==> config.mk <==
export PLATFORM = sky130hd
export DESIGN_NAME = ata_strobe_gen
export DESIGN_NICKNAME = d
export VERILOG_FILES = /design/src/rtl/ata_strobe_pkg.sv /design/src/rtl/ata_timing_regs.sv /design/src/rtl/ata_timing_sel.sv /design/src/rtl/ata_strobe_seq.sv /design/src/rtl/ata_strobe_gen.sv
export SDC_FILE = /design/constraint.sdc
export NUM_CORES = 1
export LEC_CHECK = 0
export CORE_AREA = 2 2 105 118
export CTS_BUF_LIST = sky130_fd_sc_hd__clkbuf_2
export CTS_CLUSTER_DIAMETER = 60
export DETAILED_ROUTE_END_ITERATION = 10
export DIE_AREA = 0 0 107 120
export PLACE_DENSITY_LB_ADDON = 0.1
export SYNTH_ARGS = -nofsm -noshare
export SYNTH_HDL_FRONTEND = slang
export SYNTH_HIERARCHICAL = 1
export SYNTH_SLANG_ARGS = --single-unit
==> constraint.sdc <==
create_clock -name clk_i -period 2.5 [get_ports clk_i]
set_clock_uncertainty 0.1 [all_clocks]
set_input_delay 0.5 -clock clk_i [delete_from_list [all_inputs] [get_ports clk_i]]
set_output_delay 0.5 -clock clk_i [all_outputs]
set_load 0.01 [all_outputs]
==> src/rtl/ata_strobe_pkg.sv <==
package ata_strobe_pkg;
  localparam int unsigned REG_W = 32;
  localparam int unsigned CNT_W = 4;

  typedef enum logic [1:0] {
    ST_IDLE,
    ST_SETUP,
    ST_ACTIVE,
    ST_RECOVER
  } seq_state_e;

  typedef struct packed {
    logic       dma;
    logic [2:0] setup;
    logic [3:0] act;
    logic [3:0] rec;
  } phase_cfg_t;

  typedef struct packed {
    phase_cfg_t data;
    phase_cfg_t tf;
  } dev_cfg_t;

  function automatic dev_cfg_t unpack_timing(input logic [REG_W-1:0] w);
    dev_cfg_t c;
    c.data.dma   = w[29];
    c.data.setup = w[21:19];
    c.data.act   = w[7:4];
    c.data.rec   = w[3:0];
    c.tf.dma     = 1'b0;
    c.tf.setup   = w[24:22];
    c.tf.act     = w[15:12];
    c.tf.rec     = w[11:8];
    return c;
  endfunction
endpackage

==> src/rtl/ata_timing_regs.sv <==
module ata_timing_regs
  import ata_strobe_pkg::*;
#(
  parameter int unsigned NUM_DEV = 2,
  parameter int unsigned DEV_W   = 1
) (
  input  logic                          clk_i,
  input  logic                          rst_ni,
  input  logic                          we_i,
  input  logic [DEV_W-1:0]              addr_i,
  input  logic [REG_W-1:0]              wdata_i,
  output logic [REG_W-1:0]              rdata_o,
  output dev_cfg_t [NUM_DEV-1:0]        dev_cfg_o
);
  logic [NUM_DEV-1:0][REG_W-1:0] regs_q;

  always_ff @(posedge clk_i or negedge rst_ni) begin
    if (!rst_ni) begin
      regs_q <= '0;
    end else if (we_i) begin
      for (int d = 0; d < NUM_DEV; d++) begin
        if (addr_i == DEV_W'(d)) regs_q[d] <= wdata_i;
      end
    end
  end

  assign rdata_o = regs_q[addr_i];

  for (genvar d = 0; d < NUM_DEV; d++) begin : g_unpack
    assign dev_cfg_o[d] = unpack_timing(regs_q[d]);
  end
endmodule

==> src/rtl/ata_timing_sel.sv <==
module ata_timing_sel
  import ata_strobe_pkg::*;
#(
  parameter int unsigned NUM_DEV = 2,
  parameter int unsigned DEV_W   = 1
) (
  input  dev_cfg_t [NUM_DEV-1:0] dev_cfg_i,
  input  logic [DEV_W-1:0]       dev_i,
  input  logic                   tf_i,
  output phase_cfg_t             cfg_o
);
  dev_cfg_t sel;

  assign sel   = dev_cfg_i[dev_i];
  assign cfg_o = tf_i ? sel.tf : sel.data;
endmodule

==> src/rtl/ata_strobe_seq.sv <==
module ata_strobe_seq
  import ata_strobe_pkg::*;
#(
  parameter int unsigned DATA_W = 16,
  parameter int unsigned DEV_W  = 1
) (
  input  logic              clk_i,
  input  logic              rst_ni,
  input  logic              req_valid_i,
  output logic              req_ready_o,
  input  logic [DEV_W-1:0]  req_dev_i,
  input  logic              req_write_i,
  input  logic              req_last_i,
  input  logic [DATA_W-1:0] req_wdata_i,
  input  phase_cfg_t        cfg_i,
  output logic              dior_no,
  output logic              diow_no,
  output logic [DEV_W-1:0]  dev_o,
  output logic [DATA_W-1:0] wdata_o,
  input  logic [DATA_W-1:0] rdata_i,
  output logic              dma_o,
  output logic [DATA_W-1:0] rd_data_o,
  output logic              done_o
);
  seq_state_e        state_q;
  logic [CNT_W-1:0]  cnt_q;
  logic [3:0]        act_q, rec_q;
  logic              dma_q, wr_q, burst_q, done_q;
  logic [DEV_W-1:0]  dev_q;
  logic [DATA_W-1:0] wdata_q, rdata_q;
  logic              cnt_zero, accept, strobe_on;

  assign cnt_zero    = (cnt_q == '0);
  // next request may enter in the last recovery cycle only inside a burst
  assign req_ready_o = (state_q == ST_IDLE) ||
                       ((state_q == ST_RECOVER) && cnt_zero && burst_q);
  assign accept      = req_valid_i && req_ready_o;

  always_ff @(posedge clk_i or negedge rst_ni) begin
    if (!rst_ni) begin
      state_q <= ST_IDLE;
      cnt_q   <= '0;
      act_q   <= '0;
      rec_q   <= '0;
      dma_q   <= 1'b0;
      wr_q    <= 1'b0;
      burst_q <= 1'b0;
      done_q  <= 1'b0;
      dev_q   <= '0;
      wdata_q <= '0;
      rdata_q <= '0;
    end else begin
      done_q <= 1'b0;
      if (accept) begin
        act_q   <= cfg_i.act;
        rec_q   <= cfg_i.rec;
        dma_q   <= cfg_i.dma;
        wr_q    <= req_write_i;
        dev_q   <= req_dev_i;
        wdata_q <= req_wdata_i;
        burst_q <= !req_last_i;
        if (burst_q || (cfg_i.setup == '0)) begin
          state_q <= ST_ACTIVE;
          cnt_q   <= CNT_W'(cfg_i.act);
        end else begin
          state_q <= ST_SETUP;
          cnt_q   <= CNT_W'(cfg_i.setup) - CNT_W'(1);
        end
      end else begin
        unique case (state_q)
          ST_SETUP: begin
            if (cnt_zero) begin
              state_q <= ST_ACTIVE;
              cnt_q   <= CNT_W'(act_q);
            end else begin
              cnt_q <= cnt_q - CNT_W'(1);
            end
          end
          ST_ACTIVE: begin
            if (cnt_zero) begin
              state_q <= ST_RECOVER;
              cnt_q   <= CNT_W'(rec_q);
              done_q  <= 1'b1;
              if (!wr_q) rdata_q <= rdata_i;
            end else begin
              cnt_q <= cnt_q - CNT_W'(1);
            end
          end
          ST_RECOVER: begin
            if (cnt_zero) state_q <= ST_IDLE;
            else          cnt_q   <= cnt_q - CNT_W'(1);
          end
          default: ;
        endcase
      end
    end
  end

  assign strobe_on = (state_q == ST_ACTIVE);
  assign dior_no   = !(strobe_on && !wr_q);
  assign diow_no   = !(strobe_on && wr_q);
  assign dma_o     = (state_q != ST_IDLE) && dma_q;
  assign dev_o     = dev_q;
  assign wdata_o   = wdata_q;
  assign rd_data_o = rdata_q;
  assign done_o    = done_q;
endmodule

==> src/rtl/ata_strobe_gen.sv <==
module ata_strobe_gen
  import ata_strobe_pkg::*;
#(
  parameter  int unsigned NUM_DEV = 2,
  parameter  int unsigned DATA_W  = 16,
  localparam int unsigned DEV_W   = (NUM_DEV > 1) ? $clog2(NUM_DEV) : 1
) (
  input  logic              clk_i,
  input  logic              rst_ni,
  input  logic              cfg_we_i,
  input  logic [DEV_W-1:0]  cfg_addr_i,
  input  logic [31:0]       cfg_wdata_i,
  output logic [31:0]       cfg_rdata_o,
  input  logic              req_valid_i,
  output logic              req_ready_o,
  input  logic [DEV_W-1:0]  req_dev_i,
  input  logic              req_write_i,
  input  logic              req_taskfile_i,
  input  logic              req_last_i,
  input  logic [DATA_W-1:0] req_wdata_i,
  output logic              ata_dior_no,
  output logic              ata_diow_no,
  output logic [DEV_W-1:0]  ata_dev_o,
  output logic [DATA_W-1:0] ata_wdata_o,
  input  logic [DATA_W-1:0] ata_rdata_i,
  output logic              xfer_dma_o,
  output logic [DATA_W-1:0] rd_data_o,
  output logic              done_o
);
  dev_cfg_t [NUM_DEV-1:0] dev_cfg;
  phase_cfg_t             req_cfg;

  ata_timing_regs #(.NUM_DEV(NUM_DEV), .DEV_W(DEV_W)) u_regs (
    .clk_i     (clk_i),
    .rst_ni    (rst_ni),
    .we_i      (cfg_we_i),
    .addr_i    (cfg_addr_i),
    .wdata_i   (cfg_wdata_i),
    .rdata_o   (cfg_rdata_o),
    .dev_cfg_o (dev_cfg)
  );

  ata_timing_sel #(.NUM_DEV(NUM_DEV), .DEV_W(DEV_W)) u_sel (
    .dev_cfg_i (dev_cfg),
    .dev_i     (req_dev_i),
    .tf_i      (req_taskfile_i),
    .cfg_o     (req_cfg)
  );

  ata_strobe_seq #(.DATA_W(DATA_W), .DEV_W(DEV_W)) u_seq (
    .clk_i       (clk_i),
    .rst_ni      (rst_ni),
    .req_valid_i (req_valid_i),
    .req_ready_o (req_ready_o),
    .req_dev_i   (req_dev_i),
    .req_write_i (req_write_i),
    .req_last_i  (req_last_i),
    .req_wdata_i (req_wdata_i),
    .cfg_i       (req_cfg),
    .dior_no     (ata_dior_no),
    .diow_no     (ata_diow_no),
    .dev_o       (ata_dev_o),
    .wdata_o     (ata_wdata_o),
    .rdata_i     (ata_rdata_i),
    .dma_o       (xfer_dma_o),
    .rd_data_o   (rd_data_o),
    .done_o      (done_o)
  );
endmodule

==> metrics.txt <==
total power divided by cell area=between 800 and 900 mW/mm^2; overall power=~6.6 mW; Top FF cell, synth=dfrtp_1; row count=42; Die Area=between 0.01 and 0.015 mm^2; register area=slightly below 0.003 mm^2; Mapped Cells=~430; Synth warnings=6; sequential element share of the synthesized area=49.46%; final WL=12,400 um; Layout area overhead=31.63%; number of synthesized flops with an enable pin=0; Initial Util=about half; WL met3=641 um; Core ar.=0.01172 mm^2; Static Leak=around 3.5 nW; final setup fails=0; CP Max Fanout=2; Max Clock Freq=between 400 and 500 MHz; die outline width=107 um; CTS tree=yes; CTS Buffer Depth=2; Final Cycle Share=98.07%; share of layout cells above drive strength 1=between 40% and 50%; post-synthesis mux area share=roughly 32%; syn avg cell area=around 14 um^2; unrepaired setup endpoints after global routing=true; max-cap violation count=0; pin slew with the least headroom to its limit=0.4922 ns; routed len/inst=~17 um; Die Ht=120 um; Max transition margin=66.73%; NumNets Final=~640; WP data arrival=approximately 1.9 ns; DR WL met2=approximately 6500 um; WHS=0.2674 ns; setup tns final=0 ns; main combinational cell family by area after synthesis=multiplexers; ys async rst share=100.0%; most frequent cells in the layout=mux2_2 (127), dfrtp_1 (113), clkdlybuf4s50_1 (107); fill cell count=slightly above 900; dpl hpwl=~8900 um; antenna violations before repair=1; simple-gate share of the synthesized area=between 3 and 4%; total vias in the final route=3,783; clock root buffer=clkbuf_2; Netlist Area Pre-Place=0.005818 mm^2; CTS H-tree depth=4; 1st-pass router iterations=4; Total GRT Usage=between 20% and 30%; Required @ worst endpoint=1.90 ns; CP startpoint kind=flip-flop; CP endpoint kind=primary output; Final Hold Viols=0; type of the worst setup path=flip-flop to primary output; Synth Area in Compound Gates=under 10%; Sink Count=115; Final GP Congestion=between 0.8 and 0.9; Final ANT Viol Nets=0; M1 wire length=about 5100 um; area of the multi-input gates=roughly 0.0024 mm^2; global-route wire length before repair=approximately 20,000 um; status=finished, final reports clean; HP Class=input pin to async pin; largest net degree at the start of global routing=50; Num CTS Buffers=17; io pins=between 100 and 150; vias in the first global route=~4,100; DR iter-0 viols=123; synth unique cells=47; average vias per placed instance=between 5 and 6; clock latency on the worst-skew pair=between 0.6 and 0.7 ns; FF+latch count, synth=between 100 and 150; VDD IR max=roughly 420 uV; GRT overflow=0; min cycle time layout=between 2 and 2.5 ns; Adder-Cell Fraction of Synth Area=less than 1%; DRC violations left=0; commonest non-fill, non-tap cell in the layout=mux2_2; max-slew violation count=0; clk slew on worst S/H paths=~0.15 ns; xor-xnor portion of the synthesized cell area=0%; Max Used Layer=met4; I/O Buffers=142
[registers in the layout (all words and copies together), names as in the netlist, 2 cells and up]
name              count
u_seq/cnt_q           4
u_seq/wdata_o        16
u_seq/rd_data_o      16
u_seq/act_q           4
u_regs/regs_q        18
u_seq/state_q         2
u_regs/dev_cfg_o     46
u_seq/rec_q           4
[where the power goes]
part	switching [mW]	leakage [nW]	internal (mW)	total, mW
Combinational	1.08	2.04	1.74	2.82
Sequential	0.335	1.36	2.42	2.75
Clock	0.634	0.129	0.436	1.07
Total	2.05	3.52	4.60	6.64
[final timing paths]
path | startpoint | to | slack [ns] | cells after the start
max | u_seq/cnt_q[0] | req_ready_o | 0.05 | 5
min | rst_ni | u_seq/done_o | 0.27 | 2
max reg2reg | u_regs/dev_cfg_o[45] | u_seq/cnt_q[1] | 0.13 | 10
min reg2reg | u_seq/dma_q | u_seq/dma_q | 0.42 | 1
max in group asynchronous | rst_ni | u_seq/act_q[3] | 1.29 | 3
min in group clk_i | req_last_i | u_seq/burst_q | 0.32 | 2
[per-layer routing]
metal | vias up | global-route usage [%]
li1 | 1771 | -
met1 | 1904 | 25.59
met2 | 98 | 34.83
met3 | 10 | 6.355
met4 | 0 | 6.088
met5 | - | 0
[Yosys cell counts, types with 3 or more instances]
| master | count | area, um^2 |
|---|---|---|
| nand3_1 | 4 | 20.02 |
| clkbuf_1 | 4 | 15.01 |
| dfrtp_1 | 115 | 2878 |
| o21ai_0 | 7 | 35.03 |
| inv_1 | 9 | 33.78 |
| mux2_2 | 127 | 1430 |
| mux4_2 | 10 | 225.2 |
| ha_1 | 3 | 37.54 |
| buf_2 | 7 | 35.03 |
| nor2b_1 | 4 | 25.02 |
| buf_6 | 6 | 67.56 |
| nor2_1 | 7 | 26.28 |
| nor3_1 | 5 | 25.02 |
| or3_1 | 3 | 18.77 |
| buf_4 | 54 | 405.4 |
| a211oi_1 | 3 | 22.52 |
| mux2_4 | 10 | 150.1 |
| nand2_1 | 10 | 37.54 |
| a31oi_1 | 3 | 18.77 |
[critical path, cell delays in order (launching register included)]
cell and delay, ns:
dfrtp_1 0.42, inv_2 0.07, ha_4 0.13, or3b_4 0.38, o22ai_2 0.09, buf_2 0.15
[cell type report]
type | instances | share of cell area, %
clock buffer | 20 | 1.307
inverter | 9 | 0.4411
timing repair buffer | 193 | 25.19
clock inverter | 10 | 1.209
antenna | 1 | 0.03267
sequential | 115 | 37.61
tap | 154 | 2.516
multi-input combinational | 230 | 31.69
[what timing repair did]
action / CTS / global route
resized for setup: 16 / 30
buffers inserted: 3 / 22
pin swaps: 1 / 0
endpoints found under the hold margin: 35 / 0
hold buffers: 1 / 0
setup endpoints to repair: 4 / 31
[logic make-up after synthesis]
group,count (synthesis)
multiplexers,151
flip-flops,115
buffers and inverters,82
AND/OR/NAND/NOR,43
AO/OA/AOI/OAI,31
adder cells (fa/ha/maj),3
other,1
[per-stage QoR]
step	worst slack (ns)	util [%]	area, um^2	cells
after floorplan	0.1427	-	5822	427
after global placement	-0.3328	61.16	7167	675
after detailed placement	-0.4072	61.16	7167	675
after global routing	-0.1180	65.35	7659	732
final	0.04823	65.35	7659	732
after CTS	-0.02011	63.28	7416	709
Power figures use the tool's default switching activity.
